File: src/rtl/vreg_pkg.sv
package vreg_pkg;

    localparam int DIV_W = 12;

    typedef logic [DIV_W-1:0] div_t;

    typedef enum logic [2:0] {
        SH_IDLE,
        SH_SETUP,
        SH_HIGH,
        SH_TAIL,
        SH_STROBE
    } sh_state_e;

    typedef enum logic [1:0] {
        CT_IDLE,
        CT_ISSUE,
        CT_WAIT
    } ctl_state_e;

    // Bounded move from cur toward tgt; comparisons carry one extra bit so
    // neither tgt-step nor tgt+step can wrap.
    function automatic div_t step_toward(input div_t cur, input div_t tgt,
                                         input div_t step);
        logic [DIV_W:0] c, t, s;
        c = {1'b0, cur};
        t = {1'b0, tgt};
        s = {1'b0, step};
        if (c + s < t)
            return cur + step;
        else if (c > t + s)
            return cur - step;
        else
            return tgt;
    endfunction

endpackage

File: src/rtl/vreg_band_decode.sv
module vreg_band_decode
    import vreg_pkg::*;
#(
    parameter int   FREQ_W   = 32,
    parameter int   MID_KHZ  = 200000,
    parameter int   FAST_KHZ = 300000,
    parameter div_t DIV_SLOW = 12'hFFF,
    parameter div_t DIV_MID  = 12'hDE5,
    parameter div_t DIV_FAST = 12'h325
) (
    input  logic [FREQ_W-1:0] freq_khz_i,
    output div_t              target_o
);

    localparam logic [FREQ_W-1:0] MID_LIM  = FREQ_W'(MID_KHZ);
    localparam logic [FREQ_W-1:0] FAST_LIM = FREQ_W'(FAST_KHZ);

    always_comb begin
        if (freq_khz_i < MID_LIM)
            target_o = DIV_SLOW;
        else if (freq_khz_i < FAST_LIM)
            target_o = DIV_MID;
        else
            target_o = DIV_FAST;
    end

endmodule

File: src/rtl/vreg_step_calc.sv
module vreg_step_calc
    import vreg_pkg::*;
#(
    parameter div_t STEP = 12'h100
) (
    input  div_t cur_i,
    input  div_t tgt_i,
    input  logic force_i,
    output div_t next_o
);

    always_comb begin
        if (force_i)
            next_o = tgt_i;
        else
            next_o = step_toward(cur_i, tgt_i, STEP);
    end

endmodule

File: src/rtl/vreg_unit_timer.sv
module vreg_unit_timer #(
    parameter int UNIT_CYC = 50
) (
    input  logic clk,
    input  logic rst,
    input  logic hold_i,
    output logic tick_o
);

    localparam int CNT_W = (UNIT_CYC > 1) ? $clog2(UNIT_CYC) : 1;
    localparam logic [CNT_W-1:0] LAST = CNT_W'(UNIT_CYC - 1);

    logic [CNT_W-1:0] cnt;

    always_ff @(posedge clk) begin
        if (rst || hold_i)
            cnt <= '0;
        else if (cnt == LAST)
            cnt <= '0;
        else
            cnt <= cnt + 1'b1;
    end

    assign tick_o = !hold_i && (cnt == LAST);

endmodule

File: src/rtl/vreg_serial_shifter.sv
module vreg_serial_shifter
    import vreg_pkg::*;
#(
    parameter int UNIT_CYC = 50
) (
    input  logic clk,
    input  logic rst,
    input  logic go_i,
    input  div_t word_i,
    output logic sdata_o,
    output logic sclk_o,
    output logic sload_o,
    output logic fin_o
);

    localparam int IDX_W = $clog2(DIV_W);
    localparam logic [IDX_W-1:0] TOP_BIT = IDX_W'(DIV_W - 1);

    sh_state_e        st;
    div_t             shreg;
    logic [IDX_W-1:0] idx;
    logic             unit_end;

    vreg_unit_timer #(.UNIT_CYC(UNIT_CYC)) u_timer (
        .clk    (clk),
        .rst    (rst),
        .hold_i (st == SH_IDLE),
        .tick_o (unit_end)
    );

    always_ff @(posedge clk) begin
        if (rst) begin
            st    <= SH_IDLE;
            shreg <= '0;
            idx   <= '0;
        end else begin
            case (st)
                SH_IDLE: begin
                    if (go_i) begin
                        shreg <= word_i;
                        idx   <= TOP_BIT;
                        st    <= SH_SETUP;
                    end
                end
                SH_SETUP: begin
                    if (unit_end)
                        st <= SH_HIGH;
                end
                SH_HIGH: begin
                    if (unit_end) begin
                        if (idx == '0) begin
                            st <= SH_TAIL;
                        end else begin
                            shreg <= {shreg[DIV_W-2:0], 1'b0};
                            idx   <= idx - 1'b1;
                            st    <= SH_SETUP;
                        end
                    end
                end
                SH_TAIL: begin
                    if (unit_end)
                        st <= SH_STROBE;
                end
                SH_STROBE: begin
                    if (unit_end)
                        st <= SH_IDLE;
                end
                default: st <= SH_IDLE;
            endcase
        end
    end

    assign sdata_o = ((st == SH_SETUP) || (st == SH_HIGH)) && shreg[DIV_W-1];
    assign sclk_o  = (st == SH_HIGH);
    assign sload_o = (st == SH_STROBE);
    assign fin_o   = (st == SH_STROBE) && unit_end;

endmodule

File: src/rtl/vreg_step_loader.sv
module vreg_step_loader
    import vreg_pkg::*;
#(
    parameter int   FREQ_W    = 32,
    parameter int   UNIT_CYC  = 50,
    parameter int   MID_KHZ   = 200000,
    parameter int   FAST_KHZ  = 300000,
    parameter div_t DIV_SLOW  = 12'hFFF,
    parameter div_t DIV_MID   = 12'hDE5,
    parameter div_t DIV_FAST  = 12'h325,
    parameter div_t STEP      = 12'h100,
    parameter div_t RESET_DIV = 12'hFFF
) (
    input  logic              clk,
    input  logic              rst,
    input  logic              start_i,
    input  logic              force_i,
    input  logic [FREQ_W-1:0] freq_khz_i,
    output logic              busy_o,
    output logic              done_o,
    output logic              sdata_o,
    output logic              sclk_o,
    output logic              sload_o
);

    ctl_state_e ctl;
    div_t       cur_div;
    div_t       tgt_q;
    div_t       word_q;
    logic       force_q;
    div_t       band_tgt;
    div_t       next_word;
    logic       fin;

    vreg_band_decode #(
        .FREQ_W   (FREQ_W),
        .MID_KHZ  (MID_KHZ),
        .FAST_KHZ (FAST_KHZ),
        .DIV_SLOW (DIV_SLOW),
        .DIV_MID  (DIV_MID),
        .DIV_FAST (DIV_FAST)
    ) u_band (
        .freq_khz_i (freq_khz_i),
        .target_o   (band_tgt)
    );

    vreg_step_calc #(.STEP(STEP)) u_step (
        .cur_i   (cur_div),
        .tgt_i   (tgt_q),
        .force_i (force_q),
        .next_o  (next_word)
    );

    vreg_serial_shifter #(.UNIT_CYC(UNIT_CYC)) u_shift (
        .clk     (clk),
        .rst     (rst),
        .go_i    (ctl == CT_ISSUE),
        .word_i  (next_word),
        .sdata_o (sdata_o),
        .sclk_o  (sclk_o),
        .sload_o (sload_o),
        .fin_o   (fin)
    );

    always_ff @(posedge clk) begin
        if (rst) begin
            ctl     <= CT_IDLE;
            cur_div <= RESET_DIV;
            tgt_q   <= RESET_DIV;
            word_q  <= RESET_DIV;
            force_q <= 1'b0;
            done_o  <= 1'b0;
        end else begin
            done_o <= 1'b0;
            case (ctl)
                CT_IDLE: begin
                    if (start_i) begin
                        tgt_q   <= band_tgt;
                        force_q <= force_i;
                        ctl     <= CT_ISSUE;
                    end
                end
                CT_ISSUE: begin
                    word_q  <= next_word;
                    force_q <= 1'b0;
                    ctl     <= CT_WAIT;
                end
                CT_WAIT: begin
                    if (fin) begin
                        cur_div <= word_q;
                        if (word_q == tgt_q) begin
                            ctl    <= CT_IDLE;
                            done_o <= 1'b1;
                        end else begin
                            ctl <= CT_ISSUE;
                        end
                    end
                end
                default: ctl <= CT_IDLE;
            endcase
        end
    end

    assign busy_o = (ctl != CT_IDLE);

endmodule

File: config.mk
export PLATFORM = sky130hd
export DESIGN_NAME = vreg_step_loader
export DESIGN_NICKNAME = d
export VERILOG_FILES = /design/src/rtl/vreg_pkg.sv /design/src/rtl/vreg_band_decode.sv /design/src/rtl/vreg_step_calc.sv /design/src/rtl/vreg_unit_timer.sv /design/src/rtl/vreg_serial_shifter.sv /design/src/rtl/vreg_step_loader.sv
export SDC_FILE = /design/constraint.sdc
export NUM_CORES = 1
export LEC_CHECK = 0
export BUFFER_PORTS_ARGS = -buffer_cell sky130_fd_sc_hd__buf_4
export CORE_UTILIZATION = 60
export CTS_BUF_LIST = sky130_fd_sc_hd__clkbuf_4 sky130_fd_sc_hd__clkbuf_8
export CTS_CLUSTER_DIAMETER = 120
export DETAILED_ROUTE_END_ITERATION = 8
export GPL_ROUTABILITY_DRIVEN = 0
export HOLD_SLACK_MARGIN = 0.08
export PLACE_DENSITY = 0.85
export SETUP_SLACK_MARGIN = 0.3
export SYNTH_ARGS = -nofsm -noshare
export SYNTH_HDL_FRONTEND = slang
export SYNTH_SLANG_ARGS = --single-unit
File: constraint.sdc
create_clock -name clk -period 5.9 [get_ports clk]
set_clock_uncertainty 0.1 [all_clocks]
set_input_delay 1.77 -clock clk [delete_from_list [all_inputs] [get_ports clk]]
set_output_delay 1.77 -clock clk [all_outputs]
set_load 0.01 [all_outputs]
==> run metrics, run 1 <==
Pins Over Slew Limit 0; Longest Clk Path Bufs 2; routed len/inst ~16 um; Slew @ Worst Pin between 1 and 1.5 ns; IO Pins 41; Setup crit end kind primary output; max_cap viols 0; CTS tree yes; vias per cell 6.23; drt pass-1 iters 5; initial antenna violation count 0; DRT iter0 DRCs approximately 220; n_diodes 0; Main synth FF type dfxtp_1; syn avg cell area around 8.3 um^2; CTS Hold Bufs 0; Tcrit/Tclk final 60.7%; die width between 70 and 80 um; setup_tns 0 ns; Sw Pwr 0.200 mW; Comb power frac between 10 and 15%; maximum VDD drop approximately 0.21 mV; PortBufs 35; synth unique cells 54; Die Ht between 70 and 80 um; simple-gate portion of the synthesized area between 20% and 30%; Post-synth ARST share 0%; DRC 0; total track usage between 20% and 30%; complex-gate fraction of the synthesized area about a fifth; share of cells above drive strength 1 about 14%; flops & latches, synth 56; Synth Instances about 370; Synth Area in Adders 7.39%; largest net degree at the start of global routing about 50; design area approximately 3400 um^2; Final Hold Fails 0; Net Count, Synth around 420; synth warn 0; via count 2834; P&R area growth vs syn 11.8%; Clock H-tree levels 2; worst path arrival time roughly 1.7 ns; Core Box Area 4820 um^2; Sw Ratio roughly 27%; Num CTS Buffers 5; clock-pin slew on the worst setup and hold paths approximately 0.10 ns; post-route minimum period 3.58 ns; maximum fanout along the worst path 11; part of the power in registers between 50% and 60%; dominant cell type by area after synthesis dfxtp_1; # rows 25; Synth top area share between 30% and 40%; Initial Utilization a little over three fifths; total leakage power 1.40 nW; RSZ-0062 raised after global routing false; PnR worst setup slack about 2.3 ns; Area contributors post-synth dfxtp_1, ha_1, nand2_1, nor3_1, nor2_1; largest family of logic cells by synthesized area simple AND/OR/NAND/NOR gates; clock share of power a little under a third; post-synthesis mux area share 0%; Post-synth EDFFs 0; Worst EP required slightly above 4 ns; total congestion overflow 0; Synth Cell Area between 3000 and 4000 um^2; final WL 7.18 mm; Placement Setup Slack around 2.4 ns; commonest non-fill, non-tap cells in the layout dfxtp_1, nand2_1, buf_4; sequential area share after synthesis between 30% and 40%; ANT nets after route 0; dpl cell area approximately 3300 um^2; Rel. slew slack about a third; Pint between 0.5 and 0.6 mW; Setup-failing EPs final 0; startpoint class of the critical path flop; number of nets in the layout between 400 and 500; clk sinks 56; Post-Synth XOR/XNOR Area approximately 2.9%; leading cell type in the layout, fill and taps excluded dfxtp_1; PwrDens roughly 220 nW/um^2; status finished clean; post-detail-place hpwl about 5.3 mm; global-route wire length before repair about 12 mm; WS Path Type reg -> out; CTS root buffer clkbuf_8; clk_lat worst skew around 0.31 ns; vias in the first global route approximately 2500; Setup Buffers After CTS 0; Die ar. 5370 um^2; post-cts sizing count 0; fmax 0.279 GHz; Worst Hold Class reg -> reg
==> synthesized netlist by cell type, types with 3 or more instances <==
library cell / n
o221ai_1: 9
nand3b_1: 10
nand2_1: 43
nor3b_1: 3
xor2_1: 6
nand4_1: 4
a21oi_1: 14
a31oi_1: 10
nand3_1: 9
clkbuf_1: 21
nor2b_1: 6
and3_1: 5
o21ai_0: 6
a211oi_1: 8
nor4_1: 13
dfxtp_1: 56
o31ai_1: 4
o211ai_1: 3
xnor2_1: 4
a311oi_1: 3
nor2_1: 30
ha_1: 18
nand2b_1: 5
nor3_1: 23
and2_1: 3
inv_1: 14
==> critical path, cell delays in order (launching register included) <==
cell,delay [ns]
dfxtp_1,0.54
nor3b_1,0.61
buf_4,0.24
==> layout make-up <==
cell class                 instances  area [um^2]
tap                               67         83.8
timing repair buffer              36          270
fill                             393         1410
inverter                          15         56.3
clock inverter                     1         7.51
sequential                        56         1120
multi-input combinational        273         1780
clock buffer                       7         90.1
==> through the flow <==
stage          hold WS (ns)  utilization (%)  cells  total power [mW]
3_3_place_gp          0.348             68.7    447             0.519
5_1_grt               0.397             70.8    455             0.773
2_1_floorplan         0.334                -    368             0.486
4_1_cts               0.382             70.8    455             0.743
6_report              0.374             70.8    455             0.742
3_5_place_dp          0.359             68.7    447             0.524
==> flip-flops by register name, indices dropped and copies added (netlist names) <==
| signal | flops |
|---|---|
| word_q | 12 |
| u_shift.u_timer.cnt | 6 |
| u_shift.idx | 4 |
| done_o | 1 |
| u_shift.shreg | 12 |
| tgt_q | 3 |
| force_q | 1 |
| ctl | 2 |
| cur_div | 12 |
| u_shift.st | 3 |
==> metal layers <==
metal / vias to the layer above / routed length [um] / global-route usage, %
met5: - / 0 / 0
met4: 0 / 113 / 9.37
met3: 12 / 390 / 5.62
met2: 80 / 3540 / 48.4
met1: 1348 / 3130 / 37.4
li1: 1394 / - / -
==> power by group through the flow <==
stage          clock network (mW)  logic (mW)  registers, mW
2_1_floorplan                   0      0.0759          0.410
3_3_place_gp                    0       0.102          0.416
3_5_place_dp                    0       0.106          0.417
4_1_cts                     0.228       0.107          0.408
5_1_grt                     0.242       0.119          0.411
6_report                    0.225       0.108          0.409
==> kinds of logic (layout without fill, tap and decap cells) <==
| family | after synthesis | count (layout) |
|---|---|---|
| fa+ha+maj | 18 | 18 |
| buf+inv | 39 | 59 |
| simple gates | 166 | 166 |
| compound gates | 79 | 79 |
| xor+xnor | 10 | 10 |
| flops | 56 | 56 |
==> final timing paths <==
check | from | end | slack, ns | depth (start not counted)
worst max-delay path | u_shift.st[1] | sclk_o | 2.32 | 2
worst min-delay path | u_shift.u_timer.cnt[0] | u_shift.u_timer.cnt[0] | 0.37 | 1
worst max register to register | cur_div[8] | word_q[3] | 2.64 | 9
worst min register to register | u_shift.u_timer.cnt[0] | u_shift.u_timer.cnt[0] | 0.37 | 1
(Power assumes the default switching activity.)
==> run 2, diff against run 1 <==
--- a/config.mk
+++ b/config.mk
@@ -6,13 +6,13 @@
 export NUM_CORES = 1
 export LEC_CHECK = 0
 export BUFFER_PORTS_ARGS = -buffer_cell sky130_fd_sc_hd__buf_4
-export CORE_UTILIZATION = 60
+export CORE_UTILIZATION = 54
 export CTS_BUF_LIST = sky130_fd_sc_hd__clkbuf_4 sky130_fd_sc_hd__clkbuf_8
 export CTS_CLUSTER_DIAMETER = 120
 export DETAILED_ROUTE_END_ITERATION = 8
 export GPL_ROUTABILITY_DRIVEN = 0
 export HOLD_SLACK_MARGIN = 0.08
-export PLACE_DENSITY = 0.85
+export PLACE_DENSITY = 0.8
 export SETUP_SLACK_MARGIN = 0.3
 export SYNTH_ARGS = -nofsm -noshare
 export SYNTH_HDL_FRONTEND = slang
==> constraint.sdc (replaced) <==
create_clock -name clk -period 2.9 [get_ports clk]
set_clock_uncertainty 0.1 [all_clocks]
set_input_delay 0.87 -clock clk [delete_from_list [all_inputs] [get_ports clk]]
set_output_delay 0.87 -clock clk [all_outputs]
set_load 0.01 [all_outputs]
==> run 2 against run 1 <==
Final cell count grew 5.5%; combinational power up 130%; via count up 3.7%; die area rose by 11%; non-clock buffer count up 22; sequential power rose by 100%; wire length rose by 5.3%; largest cell class unchanged.
==> run metrics, run 2 (same netlist as run 1, synthesis figures left out) <==
placed cell count 462 (+3.4%); worst path arrival time 2.79 ns (+1.08 ns); largest net degree at the start of global routing 49 (unchanged); filler cell count 434 (+10%); worst hold margin 0.375 ns (+0.00106 ns); P&R area growth vs syn 23.4%; Worst R2R Path Depth 9 (unchanged); Die Ht 77.1 um (+5.3%); number of nets in the layout 463 (+5.0%); Reg2Reg Setup Slack 0.22 ns (-2.42 ns); CTS tree yes; Final Hold Fails 0 (unchanged); setup_tns 0 ns (unchanged); Crit Reg-Reg Endpoint u_shift.shreg[9]; reg2reg start tgt_q[9]; Die ar. 5950 um^2 (+11%); Total Power 1.54 mW (+110%); Hold Startpoint u_shift.u_timer.cnt[0]; Setup crit end kind flop; ANT nets after route 0 (unchanged); max_cap viols 0 (unchanged); DRC 0 (unchanged); design area 3760 um^2 (+10%); fmax approximately 0.37 GHz; # rows 26 (+4.0%); post-detail-place hpwl 5.30 mm (+0.57%); Slew @ Worst Pin 0.905 ns (-0.107 ns); IO Pins 41 (unchanged); leading cell type in the layout, fill and taps excluded buf_4; startpoint class of the critical path flop; Num CTS Buffers 5 (unchanged); vias in the first global route 2806 (+10%); maximum fanout along the worst path 3 (-8); Clock H-tree levels 2 (unchanged); die width 77.1 um (+5.3%); DRT iter0 DRCs 206 (-4.6%); share of cells above drive strength 1 23.7% (+10 points); Worst EP required 3.01 ns (-1.02 ns); PortBufs 35 (unchanged); drt pass-1 iters 4 (-1); post-route minimum period roughly 2.7 ns; final WL 7.55 mm (+5.3%); WS Path Type reg -> reg; Hold Crit Depth 1 (unchanged); Placement Setup Slack 0.00965 ns (-2.40 ns); Setup-failing EPs final 0 (unchanged); final core occ 71.4% (+0.64 points); total leakage power 1.56 nW (+12%); global-route wire length before repair 13.0 mm (+9.0%); clk sinks 56 (unchanged); CTS Hold Bufs 0 (unchanged); Hold Path Sink u_shift.u_timer.cnt[0]; initial antenna violation count 0 (unchanged); clock-pin slew on the worst setup and hold paths 0.10 ns (about the same); Tcrit/Tclk final between 90% and 100%; routed len/inst 15.7 um (-0.23%); vias per cell 6.13 (-1.7%); maximum VDD drop 0.345 mV (+68%); Rel. slew slack 39.6% (+7.4 points); Worst Hold Class reg -> reg; Longest Clk Path Bufs 2 (unchanged); total congestion overflow 0 (unchanged); dpl cell area 3430 um^2 (+3.5%); commonest non-fill, non-tap cells in the layout buf_4, dfxtp_1, nand2_1; final cell count without fillers 480 (+5.5%); PwrDens 409 nW/um^2 (+88%); Initial Utilization 57.9% (-5.4 points); status finished clean; n_diodes 0 (unchanged); clk_lat worst skew 0.31 ns (about the same); total track usage 27.1% (-1.8 points); Largest regs cur_div (12), u_shift.shreg (12), word_q (12); RSZ-0062 raised after global routing true; Core Box Area 5270 um^2 (+9.4%); PnR worst setup slack 0.220 ns (-2.10 ns); via count 2940 (+3.7%); CTS root buffer clkbuf_8; Pins Over Slew Limit 0 (unchanged)
[run 2: cell types whose count changed in the layout (fill, tap and decap cells not counted), sizes merged]
cell,previous run,this run
buf,36,58
clkbuf,7,6
clkinv,1,2
clkinvlp,1,0
inv,14,15
[run 2: worst max-delay path: stages, from the launching register on]
cell,delay [ns]
dfxtp_4,0.38
inv_4,0.04
ha_4,0.21
ha_4,0.26
nand4b_1,0.14
or4b_4,0.60
o21ai_4,0.10
nor4_1,0.08
a311o_1,0.37
a2111oi_2,0.29
[run 2: repair_timing]
action                                  4_1_cts  5_1_grt
hold endpoints to repair                      0        0
pin swaps                                     7        8
endpoints found under the setup margin       23       24
buffers inserted                             10        0
resized for setup                            20        7
[run 2: metal layers]
layer,routed length [um],track usage (%),up-vias
li1,-,-,1433
met1,3360,35.4,1411
met2,3670,44.7,79
met3,376,4.52,17
met4,147,9.43,0
met5,0,0,-
[run 2: final cells by class]
type,instances,area (um^2),area share [%]
multi-input combinational,273,1920,50.9
sequential,56,1130,30.2
timing repair buffer,58,468,12.4
tap,70,87.6,2.33
clock buffer,6,82.6,2.19
inverter,15,58.8,1.56
clock inverter,2,13.8,0.366
[run 2: worst max path at each step]
stage	cells past startpoint	startpoint	slack [ns]	endpoint
after detailed placement	9	cur_div[9]	0.01	u_shift.shreg[9]
after global routing	9	tgt_q[9]	0.12	u_shift.shreg[9]
after floorplan	9	tgt_q[10]	0.30	u_shift.shreg[9]
final	9	tgt_q[9]	0.22	u_shift.shreg[9]
after CTS	10	cur_div[8]	0.23	u_shift.shreg[9]
after global placement	9	cur_div[9]	0.10	u_shift.shreg[9]
[run 2: power by group]
group,internal [mW],switching [mW],total [mW]
Combinational,0.122,0.132,0.253
Sequential,0.797,0.0310,0.828
Clock,0.196,0.260,0.456
Total,1.11,0.423,1.54
==> run 3, diff against run 2 <==
--- a/config.mk
+++ b/config.mk
@@ -12,8 +12,10 @@
 export DETAILED_ROUTE_END_ITERATION = 8
 export GPL_ROUTABILITY_DRIVEN = 0
 export HOLD_SLACK_MARGIN = 0.08
+export MAX_ROUTING_LAYER = met4
 export PLACE_DENSITY = 0.8
 export SETUP_SLACK_MARGIN = 0.3
+export SLEW_MARGIN = 15
 export SYNTH_ARGS = -nofsm -noshare
 export SYNTH_HDL_FRONTEND = slang
 export SYNTH_SLANG_ARGS = --single-unit
==> run 3 against run 2 <==
Clock power about the same; sequential share of layout area decreased by 0.080 points; setup slack got worse by 0.0059 ns; hold slack about the same; sequential cell count unchanged; utilization increased by 0.19 points; die area unchanged; non-clock buffer count unchanged; cell area increased by 0.27%; critical path type unchanged.
==> run metrics, run 3 (same netlist as run 1, synthesis figures left out) <==
Hold Path Sink u_shift.u_timer.cnt[0]; maximum VDD drop 0.350 mV (+1.5%); Total Power 1.54 mW (+0.20%); Setup crit end kind flop; clk sinks 56 (unchanged); number of nets in the layout 463 (unchanged); routed len/inst 15.8 um (+0.36%); final WL 7.58 mm (+0.36%); share of cells above drive strength 1 24.1% (+0.49 points); Final Hold Fails 0 (unchanged); largest net degree at the start of global routing 49 (unchanged); CTS root buffer clkbuf_8; n_diodes 0 (unchanged); RSZ-0062 raised after global routing true; Longest Clk Path Bufs 2 (unchanged); Die Ht 77.1 um (unchanged); leading cell type in the layout, fill and taps excluded buf_4; Pins Over Slew Limit 0 (unchanged); Reg2Reg Setup Slack 0.21 ns (about the same); total congestion overflow 0 (unchanged); fmax 0.372 GHz (-0.22%); Largest regs cur_div (12), u_shift.shreg (12), word_q (12); Tcrit/Tclk final 92.6% (+0.20 points); WS Path Type reg -> reg; Setup-failing EPs final 0 (unchanged); PwrDens 408 nW/um^2 (about the same); maximum fanout along the worst path 3 (unchanged); Rel. slew slack 40.0% (+0.47 points); Core Box Area 5270 um^2 (unchanged); clk_lat worst skew 0.31 ns (about the same); setup_tns 0 ns (unchanged); startpoint class of the critical path flop; CTS tree yes; Worst EP required 3.01 ns (about the same); Worst Hold Class reg -> reg; status finished clean; Slew @ Worst Pin 0.898 ns (-0.00703 ns); die width 77.1 um (unchanged); Hold Crit Depth 1 (unchanged); IO Pins 41 (unchanged); max_cap viols 0 (unchanged); post-route minimum period 2.69 ns (+0.00586 ns); Initial Utilization 57.9% (unchanged); CTS Hold Bufs 0 (unchanged); vias per cell 6.12 (about the same); PnR worst setup slack 0.214 ns (-0.00586 ns); vias in the first global route 2812 (+0.21%); total leakage power 1.57 nW (about the same); Hold Startpoint u_shift.u_timer.cnt[0]; total track usage 27.8% (+0.75 points); drt pass-1 iters 5 (+1); # rows 26 (unchanged); Worst R2R Path Depth 9 (unchanged); commonest non-fill, non-tap cells in the layout buf_4, dfxtp_1, nand2_1; Crit Reg-Reg Endpoint u_shift.shreg[9]; ANT nets after route 0 (unchanged); post-detail-place hpwl 5.30 mm (unchanged); worst path arrival time 2.79 ns (about the same); reg2reg start tgt_q[9]; DRC 0 (unchanged); PortBufs 35 (unchanged); clock-pin slew on the worst setup and hold paths 0.11 ns (about the same); initial antenna violation count 0 (unchanged); Die ar. 5950 um^2 (unchanged); via count 2938 (-0.068%); Clock H-tree levels 2 (unchanged); P&R area growth vs syn 23.7%; Num CTS Buffers 5 (unchanged); global-route wire length before repair 13.0 mm (-0.15%); DRT iter0 DRCs 233 (+13%); Placement Setup Slack 0.00965 ns (unchanged)
==> run 3: changes by cell type in the layout (fill, tap and decap cells not counted) <==
cell,previous run,this run
nor3_1,23,21
nor3_2,1,3
==> run 3: layout make-up <==
cell class	count	area, um^2
repair buffers	58	468
clock buffers	6	82.6
inverters	15	58.8
multi-input cells	273	1930
well taps	70	87.6
flip-flops and latches	56	1130
clock inverters	2	13.8
fillers	431	1500
==> run 3: power breakdown <==
part	switching (mW)	total, mW	leakage [nW]	internal [mW]
combinational	0.132	0.254	1.06	0.122
clock	0.261	0.457	0.0516	0.196
sequential	0.0314	0.828	0.455	0.797
==> run 3: per-stage QoR <==
| stage | instance area [um^2] | util, % | hold slack (ns) | std cells |
|---|---|---|---|---|
| after floorplan | 3080 | - | 0.334 | 368 |
| after global placement | 3430 | 65.0 | 0.348 | 462 |
| after detailed placement | 3430 | 65.0 | 0.358 | 462 |
| after CTS | 3710 | 70.5 | 0.382 | 480 |
| after global routing | 3770 | 71.6 | 0.402 | 480 |
| final | 3770 | 71.6 | 0.375 | 480 |
==> run 3: what timing repair did <==
action / in CTS / in global routing
setup buffers: 10 / 0
endpoints found under the setup margin: 23 / 24
pin swaps: 7 / 9
resized for setup: 20 / 9
==> run 3: how the worst max path moves through the flow <==
| stage | start | end | slack (ns) | cells past startpoint |
|---|---|---|---|---|
| after floorplan | tgt_q[10] | u_shift.shreg[9] | 0.30 | 9 |
| after global placement | cur_div[9] | u_shift.shreg[9] | 0.10 | 9 |
| after detailed placement | cur_div[9] | u_shift.shreg[9] | 0.01 | 9 |
| final | tgt_q[9] | u_shift.shreg[9] | 0.21 | 9 |
| after global routing | tgt_q[9] | u_shift.shreg[9] | 0.12 | 9 |
| after CTS | cur_div[8] | u_shift.shreg[9] | 0.23 | 10 |
==> run 3: metal layers <==
metal / up-vias / track usage, % / part of all wire (%) / routed length, um
met2: 87 / 44.7 / 48 / 3650
met3: 17 / 4.52 / 4.6 / 352
met4: 0 / 9.43 / 1.9 / 143
met1: 1404 / 35.4 / 45 / 3430
met5: - / - / 0 / 0
li1: 1430 / - / - / -
==> run 3: critical path: stages, from the launching register on <==
cell and delay (ns):
dfxtp_4 0.38, inv_4 0.04, ha_4 0.21, ha_4 0.26, nand4b_1 0.14, or4b_4 0.60, o21ai_4 0.10, nor4_1 0.08
a311o_1 0.37, a2111oi_2 0.30
